==> config.mk <==
export PLATFORM = sky130hd
export DESIGN_NAME = nand_seq
export DESIGN_NICKNAME = d
export VERILOG_FILES = /design/src/rtl/nand_seq_pkg.sv /design/src/rtl/nand_phase_timer.sv /design/src/rtl/nand_hiz_gate.sv /design/src/rtl/nand_pin_decode.sv /design/src/rtl/nand_seq.sv
export SDC_FILE = /design/constraint.sdc
export NUM_CORES = 1
export LEC_CHECK = 0
export ABC_AREA = 1
export BUFFER_PORTS_ARGS = -buffer_cell sky130_fd_sc_hd__buf_2
export CORE_UTILIZATION = 52
export DETAILED_ROUTE_END_ITERATION = 10
export PLACE_DENSITY_LB_ADDON = 0.08
export SLEW_MARGIN = 10
export SYNTH_ARGS = -nofsm -noshare
export SYNTH_HDL_FRONTEND = slang
export SYNTH_HIERARCHICAL = 1
export SYNTH_SLANG_ARGS = --single-unit
==> constraint.sdc <==
create_clock -name clk_i -period 2.7 [get_ports clk_i]
set_input_delay 0.405 -clock clk_i [delete_from_list [all_inputs] [get_ports clk_i]]
set_output_delay 0.405 -clock clk_i [all_outputs]
set_load 0.005 [all_outputs]
==> src/rtl/nand_seq_pkg.sv <==
package nand_seq_pkg;

  typedef enum logic [1:0] {
    KIND_CMD  = 2'd0,
    KIND_ADDR = 2'd1,
    KIND_WR   = 2'd2,
    KIND_RD   = 2'd3
  } kind_e;

  typedef enum logic [2:0] {
    PH_IDLE,
    PH_SETUP,
    PH_RDLY,
    PH_STROBE,
    PH_HOLD,
    PH_DONE
  } phase_e;

endpackage

==> src/rtl/nand_phase_timer.sv <==
module nand_phase_timer #(
  parameter int CNT_W = 8
) (
  input  logic             clk_i,
  input  logic             rst_ni,
  input  logic             load_i,
  input  logic [CNT_W-1:0] load_val_i,
  input  logic             run_i,
  output logic             zero_o
);

  logic [CNT_W-1:0] cnt_q;

  always_ff @(posedge clk_i or negedge rst_ni) begin
    if (!rst_ni) begin
      cnt_q <= '0;
    end else if (load_i) begin
      cnt_q <= load_val_i;
    end else if (run_i && (cnt_q != '0)) begin
      cnt_q <= cnt_q - 1'b1;
    end
  end

  assign zero_o = (cnt_q == '0);

endmodule

==> src/rtl/nand_hiz_gate.sv <==
module nand_hiz_gate #(
  parameter int CNT_W = 8
) (
  input  logic             clk_i,
  input  logic             rst_ni,
  input  logic             load_i,
  input  logic [CNT_W-1:0] val_i,
  input  logic             tick_i,
  output logic             open_o
);

  logic [CNT_W-1:0] left_q;

  // counts exact value, no plus-one
  always_ff @(posedge clk_i or negedge rst_ni) begin
    if (!rst_ni) begin
      left_q <= '0;
    end else if (load_i) begin
      left_q <= val_i;
    end else if (tick_i && (left_q != '0)) begin
      left_q <= left_q - 1'b1;
    end
  end

  assign open_o = (left_q == '0);

endmodule

==> src/rtl/nand_pin_decode.sv <==
module nand_pin_decode
  import nand_seq_pkg::*;
#(
  parameter int BANKS  = 4,
  parameter int BANK_W = 2
) (
  input  phase_e            phase_i,
  input  kind_e             kind_i,
  input  logic [BANK_W-1:0] bank_i,
  input  logic              hiz_open_i,
  output logic [BANKS-1:0]  ce_no,
  output logic              cle_o,
  output logic              ale_o,
  output logic              we_no,
  output logic              re_no,
  output logic              oe_o
);

  logic active;
  logic strobe;

  assign active = (phase_i == PH_SETUP) || (phase_i == PH_RDLY) ||
                  (phase_i == PH_STROBE) || (phase_i == PH_HOLD);
  assign strobe = (phase_i == PH_STROBE);

  for (genvar b = 0; b < BANKS; b++) begin : g_ce
    assign ce_no[b] = !(active && (bank_i == BANK_W'(b)));
  end

  assign cle_o = active && (kind_i == KIND_CMD);
  assign ale_o = active && (kind_i == KIND_ADDR);
  assign we_no = !(strobe && (kind_i != KIND_RD));
  assign re_no = !(strobe && (kind_i == KIND_RD));
  assign oe_o  = active && (kind_i != KIND_RD) && hiz_open_i;

endmodule

==> src/rtl/nand_seq.sv <==
module nand_seq
  import nand_seq_pkg::*;
#(
  parameter int DATA_W  = 8,
  parameter int BANKS   = 4,
  parameter int SHORT_W = 4,
  parameter int LONG_W  = 8,
  localparam int BANK_W = $clog2(BANKS)
) (
  input  logic               clk_i,
  input  logic               rst_ni,
  input  logic               req_i,
  output logic               ready_o,
  input  logic [1:0]         kind_i,
  input  logic [BANK_W-1:0]  bank_i,
  input  logic [DATA_W-1:0]  wdata_i,
  input  logic [SHORT_W-1:0] t_clr_i,
  input  logic [SHORT_W-1:0] t_ar_i,
  input  logic [LONG_W-1:0]  t_hiz_i,
  input  logic [LONG_W-1:0]  t_hold_i,
  input  logic [LONG_W-1:0]  t_wait_i,
  input  logic [LONG_W-1:0]  t_set_i,
  input  logic               wait_ni,
  input  logic [DATA_W-1:0]  nand_dq_i,
  output logic [DATA_W-1:0]  nand_dq_o,
  output logic               nand_dq_oe_o,
  output logic [BANKS-1:0]   nand_ce_no,
  output logic               nand_cle_o,
  output logic               nand_ale_o,
  output logic               nand_we_no,
  output logic               nand_re_no,
  output logic               done_o,
  output logic [DATA_W-1:0]  rdata_o
);

  phase_e             phase_q, phase_d;
  kind_e              kind_q;
  logic [BANK_W-1:0]  bank_q;
  logic [DATA_W-1:0]  wdata_q;
  logic [DATA_W-1:0]  rdata_q;
  logic [SHORT_W-1:0] clr_q, ar_q;
  logic [LONG_W-1:0]  hold_q, wait_q;
  logic               prev_cmd_q, prev_addr_q;

  logic               accept;
  logic               tmr_load;
  logic [LONG_W-1:0]  tmr_val;
  logic               tmr_run;
  logic               tmr_zero;
  logic               active;
  logic               strobe_last;
  logic               hold_last;
  logic               hiz_open;

  assign accept      = (phase_q == PH_IDLE) && req_i;
  assign active      = (phase_q == PH_SETUP) || (phase_q == PH_RDLY) ||
                       (phase_q == PH_STROBE) || (phase_q == PH_HOLD);
  assign tmr_run     = !((phase_q == PH_STROBE) && !wait_ni);
  assign strobe_last = (phase_q == PH_STROBE) && tmr_zero && wait_ni;
  assign hold_last   = (phase_q == PH_HOLD) && tmr_zero;

  always_comb begin
    phase_d  = phase_q;
    tmr_load = 1'b0;
    tmr_val  = '0;
    unique case (phase_q)
      PH_IDLE: begin
        if (req_i) begin
          phase_d  = PH_SETUP;
          tmr_load = 1'b1;
          tmr_val  = t_set_i;
        end
      end
      PH_SETUP: begin
        if (tmr_zero) begin
          tmr_load = 1'b1;
          if ((kind_q == KIND_RD) && (prev_cmd_q || prev_addr_q)) begin
            phase_d = PH_RDLY;
            tmr_val = prev_cmd_q ? LONG_W'(clr_q) : LONG_W'(ar_q);
          end else begin
            phase_d = PH_STROBE;
            tmr_val = wait_q;
          end
        end
      end
      PH_RDLY: begin
        if (tmr_zero) begin
          phase_d  = PH_STROBE;
          tmr_load = 1'b1;
          tmr_val  = wait_q;
        end
      end
      PH_STROBE: begin
        if (strobe_last) begin
          phase_d  = PH_HOLD;
          tmr_load = 1'b1;
          tmr_val  = hold_q;
        end
      end
      PH_HOLD: begin
        if (tmr_zero) phase_d = PH_DONE;
      end
      PH_DONE: phase_d = PH_IDLE;
      default: phase_d = PH_IDLE;
    endcase
  end

  always_ff @(posedge clk_i or negedge rst_ni) begin
    if (!rst_ni) begin
      phase_q <= PH_IDLE;
    end else begin
      phase_q <= phase_d;
    end
  end

  // request fields frozen for the whole access
  always_ff @(posedge clk_i or negedge rst_ni) begin
    if (!rst_ni) begin
      kind_q  <= KIND_CMD;
      bank_q  <= '0;
      wdata_q <= '0;
      clr_q   <= '0;
      ar_q    <= '0;
      hold_q  <= '0;
      wait_q  <= '0;
    end else if (accept) begin
      kind_q  <= kind_e'(kind_i);
      bank_q  <= bank_i;
      wdata_q <= wdata_i;
      clr_q   <= t_clr_i;
      ar_q    <= t_ar_i;
      hold_q  <= t_hold_i;
      wait_q  <= t_wait_i;
    end
  end

  // history of the last completed access, picks the read delay
  always_ff @(posedge clk_i or negedge rst_ni) begin
    if (!rst_ni) begin
      prev_cmd_q  <= 1'b0;
      prev_addr_q <= 1'b0;
    end else if (hold_last) begin
      prev_cmd_q  <= (kind_q == KIND_CMD);
      prev_addr_q <= (kind_q == KIND_ADDR);
    end
  end

  always_ff @(posedge clk_i or negedge rst_ni) begin
    if (!rst_ni) begin
      rdata_q <= '0;
    end else if (strobe_last && (kind_q == KIND_RD)) begin
      rdata_q <= nand_dq_i;
    end
  end

  nand_phase_timer #(
    .CNT_W (LONG_W)
  ) u_timer (
    .clk_i      (clk_i),
    .rst_ni     (rst_ni),
    .load_i     (tmr_load),
    .load_val_i (tmr_val),
    .run_i      (tmr_run),
    .zero_o     (tmr_zero)
  );

  nand_hiz_gate #(
    .CNT_W (LONG_W)
  ) u_hiz (
    .clk_i  (clk_i),
    .rst_ni (rst_ni),
    .load_i (accept),
    .val_i  (t_hiz_i),
    .tick_i (active),
    .open_o (hiz_open)
  );

  nand_pin_decode #(
    .BANKS  (BANKS),
    .BANK_W (BANK_W)
  ) u_pins (
    .phase_i    (phase_q),
    .kind_i     (kind_q),
    .bank_i     (bank_q),
    .hiz_open_i (hiz_open),
    .ce_no      (nand_ce_no),
    .cle_o      (nand_cle_o),
    .ale_o      (nand_ale_o),
    .we_no      (nand_we_no),
    .re_no      (nand_re_no),
    .oe_o       (nand_dq_oe_o)
  );

  assign ready_o   = (phase_q == PH_IDLE);
  assign done_o    = (phase_q == PH_DONE);
  assign nand_dq_o = wdata_q;
  assign rdata_o   = rdata_q;

endmodule

# Word-level counts from Yosys, hierarchy flattened
# Index checks and enable logic that the tools add are counted.
# W data, S select, Z words.
# word_totals
ff_bits	65
elab_cells	95
output_inout_bits	27
# classes
n_mux	22
eq_ne	16
addsub	2
n_reduce_logical	42
# op_table
op	n
$mux W8	9
$pmux W8 S4	1
$logic_and A1 B1 Y1	19
$logic_not A8 Y1	2
$reduce_bool A8 Y1	2
$sub A8 B1 Y8 const B	2
$mux W3	5
$pmux W3 S5	1
$ne A2 B2 Y1 const B	6
$logic_not A1 Y1	8
$eq A2 B2 Y1 const B	3
$eq A3 B2 Y1 const B	2
$eq A3 B3 Y1 const B	2
$reduce_and A5 Y1	1
$eq A2 B1 Y1 const B	2
$logic_not A2 Y1	2
$logic_or A1 B1 Y1	4
$mux W1	4
$mux W4	1
$reduce_bool A2 Y1	2
$eq A3 B1 Y1 const B	1
$logic_not A3 Y1	1
$pmux W1 S3	1
$reduce_or A2 Y1	1

# Logic depth before layout (Yosys ltp)
# logic_depth
ltp_word	7
ltp_mapped	15
mapped_depth_nobuf	14

# Hierarchy
# Netlist, hierarchy kept.
# by_module_without_submodules
module	n_inst	seq_area_each_um2	cells_each	area_each_um2
nand_seq	1	1226.2	325	2401.1
nand_hiz_gate	1	200.2	93	596.8
nand_phase_timer	1	200.2	93	596.8
nand_pin_decode	1	0.0	27	123.9

# Worst setup path after synthesis
# Ideal clock, no wire load.
# synth_path
path_type	flip-flop to flip-flop
from	register u_timer.cnt_q[0]
to	register u_timer.cnt_q[0]
required_ns	2.575
setup_time_ns	0.125
path_slack_ns	0.418
synth_period_minus_slack_ns	2.282
n_path_buf	2
stages_incl_launch_ff	13
arrival_time_ns	2.156
cell_sequence	dfrtp_1 > inv_1 > ha_1 > nand2_1 > nor2_1 > nand2_1 > nor2_4 > buf_6 > nand3b_1 > clkbuf_1 > o21ai_0 > nand2_1 > o21ai_1
# synth_via
elab_chain_len	6
# synth_lines
element	line_no	rtl
start: declaration	nand_phase_timer.sv:12	logic [CNT_W-1:0] cnt_q;
start signal: assignment	nand_phase_timer.sv:18	cnt_q <= load_val_i;
start signal: assignment	nand_phase_timer.sv:20	cnt_q <= cnt_q - 1'b1;
$logic_not A8 Y1 (*)	nand_phase_timer.sv:24	assign zero_o = (cnt_q == '0);
net tmr_zero	nand_seq.sv:49	logic tmr_zero;
$logic_and A1 B1 Y1 (2 in series)	nand_seq.sv:59	assign strobe_last = (phase_q == PH_STROBE) && tmr_zero && wait_ni;
$mux W1	nand_seq.sv:94	if (strobe_last) begin
$pmux W1 S3 (*)	nand_seq.sv:66	unique case (phase_q)
net tmr_load	nand_seq.sv:46	logic tmr_load;
$mux W8 / $reduce_bool A2 Y1 (equally long branches)	--	
# Mark *: on every way through the listed nets, which the timed path passes. The rest lies on a longest branch. The select of a mux whose other input is x is not followed.
# A chain may end at the register's enable or synchronous reset.

# Worst setup path in the final report
# layout_path
from	register u_hiz.left_q[0]
to	output port nand_dq_oe_o
# layout_via
elab_chain_len	2
# layout_lines
element	line_no	rtl
start: declaration	nand_hiz_gate.sv:12	logic [CNT_W-1:0] left_q;
start signal: assignment	nand_hiz_gate.sv:19	left_q <= val_i;
start signal: assignment	nand_hiz_gate.sv:21	left_q <= left_q - 1'b1;
$logic_not A8 Y1	nand_hiz_gate.sv:25	assign open_o = (left_q == '0);
net hiz_open	nand_seq.sv:53	logic hiz_open;
$logic_and A1 B1 Y1	nand_pin_decode.sv:34	assign oe_o = active && (kind_i != KIND_RD) && hiz_open_i;
end: declaration	nand_seq.sv:26	output logic nand_dq_oe_o,
# The timed path passes the listed nets, and every way through them passes these cells.

==> results.md <==
- CTS max path bufs: 2
- FP Rows: 30
- Crit path required time: 2.30 ns
- Highest clock rate: 466 MHz
- Comb power frac: 0.448
- Register bit total from synthesis: 65
- Total grt overflow: 0
- Final Max Slew Viols: 0
- Antenna Cells: 0
- Depth of the CTS H-tree: 3
- Clock power share: 0.201
- Hold WC Path Type: primary input to asynchronous set/reset pin
- Fill cells: 663
- Die extent in x: ~87 microns
- Adder-Cell Fraction of Synth Area: 0.0135
- Area fraction in and, or, nand and nor cells after synthesis: 0.431
- CP Capture Type: output pin
- Status: finished, final reports clean
- Register-to-Register Path Depth: 12
- Unrepaired setup endpoints after global routing: false
- Gp weighted congestion: 0.869
- Vias per cell: slightly below 5
- Critical Path AT: approximately 1.7 ns
- Fin crit share: 0.794
- # IOs: 91
- Yosys warns: 6
- Largest cells by area after synthesis: dfrtp_1, nand2_1, nand3_1, inv_1, nor2_1
- Reg2reg start: u_timer/cnt_q[0]$_DFFE_PN0P_
- First-pass GRT wire length: between 10000 and 15000 microns
- Crit path max fanout: 7
- Final wirelength: approximately 8500 microns
- Die height: 86.6 microns
- Slew @ Worst Pin: between 0.8 and 0.9 ns
- Port Buf Inserts: 90
- Int Pwr: 2.84 mW
- Slew margin rel.: 0.463
- Max-cap violations: 0
- Initial antenna violation count: 0
- Clock Latency Late Sink: 0.34 ns
- CTS buffer count: 9
- CTS Sinks: 65
- Worst-path clk slew: 0.07 ns
- Hold Buf Count CTS: 0
- FFs w/ async S/R, synth: 1.00
- CTS root buf: clkbuf_8
- Synth cell count leaders: nand2_1, dfrtp_1, nand3_1
- Compound-Gate Fraction of Synth Area: 0.0400
- Critical path class: flop to output pin
- Flop pwr share: 0.351
- Final Hold Vio Count: 0
- Post-synthesis net count: 606
- Critical Path Start: u_hiz/left_q[0]$_DFFE_PN0P_
- Total net switching power: 2.21 mW
- Most common cell in the netlist: nand2_1
- Syn Inst Count: around 540
- Pwr/cell area: 1120 nW/um^2
- CTS tree: done
- Share of the synthesized area in the top cell type: 0.437
- Setup bufs post-CTS: 0
- Area Overhead vs Synth: 20.9%
- Wirelength per Cell: 11.6 microns
- VDD IR max: between 0.5 and 0.6 mV
- Share of post-route cells with drive strength above 1: 0.210
- Post-synth EDFFs: 0
- Overall Global Routing Usage: 0.254
- Share of synthesized area spent on multiplexers: 0
- CP Capture Point: nand_dq_oe_o
- Post-synthesis sequential area ratio: 0.437
- # setup viols final: 0
- Initial DRC count: 192
- Die footprint: 7490 sq um
- Power after layout: around 5.1 mW
- Avg Cell Area, Syn: 6.91 sq um
- Synth area leader: dfrtp_1
- Synthesized cell area: 3720 sq um
- Leakage: 2.55 nW
- Core ar.: 6870 sq um
- Dpl hpwl: 6200 microns
- Drt first pass iters: 4
- Sw Share: 0.437
- Largest net degree at the start of global routing: between 60 and 70
- Detail Route Antenna Nets: 0
- Skew final: 0.00498 ns
- Initial Utilization: 0.541
- Vias in the first global route: around 3400
- R2r setup slk: 0.64 ns
- Synth cell types: 29
- Worst R2R End: u_timer/cnt_q[3]$_DFFE_PN0P_
- DRC: 0
- Setup TNS: 0 ns
- Layout Nets: 701
- Total number of vias: 3596
- CP startpoint kind: flop
- Post-Synth XOR/XNOR Area: 0.00471
- Primary FF master, synth: dfrtp_1
- Largest family of logic cells by synthesized area: simple AND/OR/NAND/NOR gates
- Resize count post-CTS: 0
- Final worst path period need: roughly 2.1 ns
-- registers in the layout (all words and copies together), names as in the netlist --
| signal | flops |
|---|---|
| prev_cmd_q | 1 |
| ar_q | 4 |
| wait_q | 8 |
| phase_q | 3 |
| prev_addr_q | 1 |
| u_timer/cnt_q | 8 |
| hold_q | 8 |
| bank_q | 2 |
| rdata_o | 8 |
| nand_dq_o | 8 |
| u_hiz/left_q | 8 |
| kind_q | 2 |
| clr_q | 4 |
-- kinds of logic (layout without fill, tap and decap cells) --
family,count (synthesis),count (layout)
AND/OR/NAND/NOR,382,382
adder cells (fa/ha/maj),4,4
buffers and inverters,61,161
flip-flops,65,65
XOR/XNOR,2,2
AO/OA/AOI/OAI,24,24
-- per-layer routing --
metal,routed length [microns],up-vias,global-route usage
met4,116,0,0.106
met1,4030,1624,0.324
met5,0,-,0
li1,-,1865,-
met2,3920,97,0.428
met3,472,10,0.0457
-- per-stage QoR --
step                      utilization  hold slack, ns  setup slack (ns)  cell area [sq um]  cells
final                           0.655           0.237             0.555               4500    734
after global routing            0.655           0.252             0.393               4500    734
after CTS                       0.655           0.241             0.543               4500    734
after detailed placement        0.619           0.454             0.657               4250    718
after global placement          0.619           0.448             0.763               4250    718
after floorplan                     -           0.109             0.418               3720    538
-- layout make-up --
class / count / area, sq um / share of cell area
Tap cell: 96 / 120 / 0.0267
Clock inverter: 5 / 103 / 0.0228
Sequential cell: 65 / 1630 / 0.362
Clock buffer: 11 / 141 / 0.0314
Inverter: 48 / 183 / 0.0406
Timing Repair Buffer: 97 / 503 / 0.112
Multi-Input combinational cell: 412 / 1820 / 0.405
-- worst max-delay path, cell delays in order, from the launching register on --
cell and delay, ns:
dfrtp_1 0.38, inv_1 0.19, ha_1 0.19, nand2_1 0.10, nor2_1 0.18, nand2_1 0.08, a21oi_1 0.15, buf_2 0.14
-- worst min-delay path by stage --
| stage | from | to | cells after the start |
|---|---|---|---|
| global route | wdata_i[6] | nand_dq_o[6]$_DFFE_PN0P_ | 3 |
| CTS | wdata_i[4] | nand_dq_o[4]$_DFFE_PN0P_ | 3 |
| floorplan | rst_ni | ar_q[0]$_DFFE_PN0P_ | 0 |
| finish | rst_ni | rdata_o[1]$_DFFE_PN0P_ | 2 |
| detailed placement | nand_dq_o[6]$_DFFE_PN0P_ | nand_dq_o[6]$_DFFE_PN0P_ | 2 |
| global placement | rdata_o[6]$_DFFE_PN0P_ | rdata_o[6]$_DFFE_PN0P_ | 2 |
-- power by group through the flow --
stage / clock [mW] / sequential, mW / combinational, mW
after detailed placement: 0 / 1.78 / 2.27
final: 1.02 / 1.77 / 2.27
after global routing: 1.08 / 1.84 / 2.66
after CTS: 1.04 / 1.77 / 2.27
after global placement: 0 / 1.77 / 2.20
after floorplan: 0 / 1.67 / 1.75
-- placed cells by master (no fill, tap or decap), types with 3 or more instances in the layout --
master and instances:
clkbuf_8 10, ha_1 4, a21oi_1 3, buf_2 90
buf_4 7, nand2_1 274, dfrtp_1 65, inv_1 42
bufinv_16 3, inv_2 3, nand2_2 5, nor2_1 29
nand3_1 53, o21ai_0 14, clkinv_2 3, o21ai_1 4
nor2_2 3, nand4_1 9
Note: power is estimated with default switching activity, not from simulation.
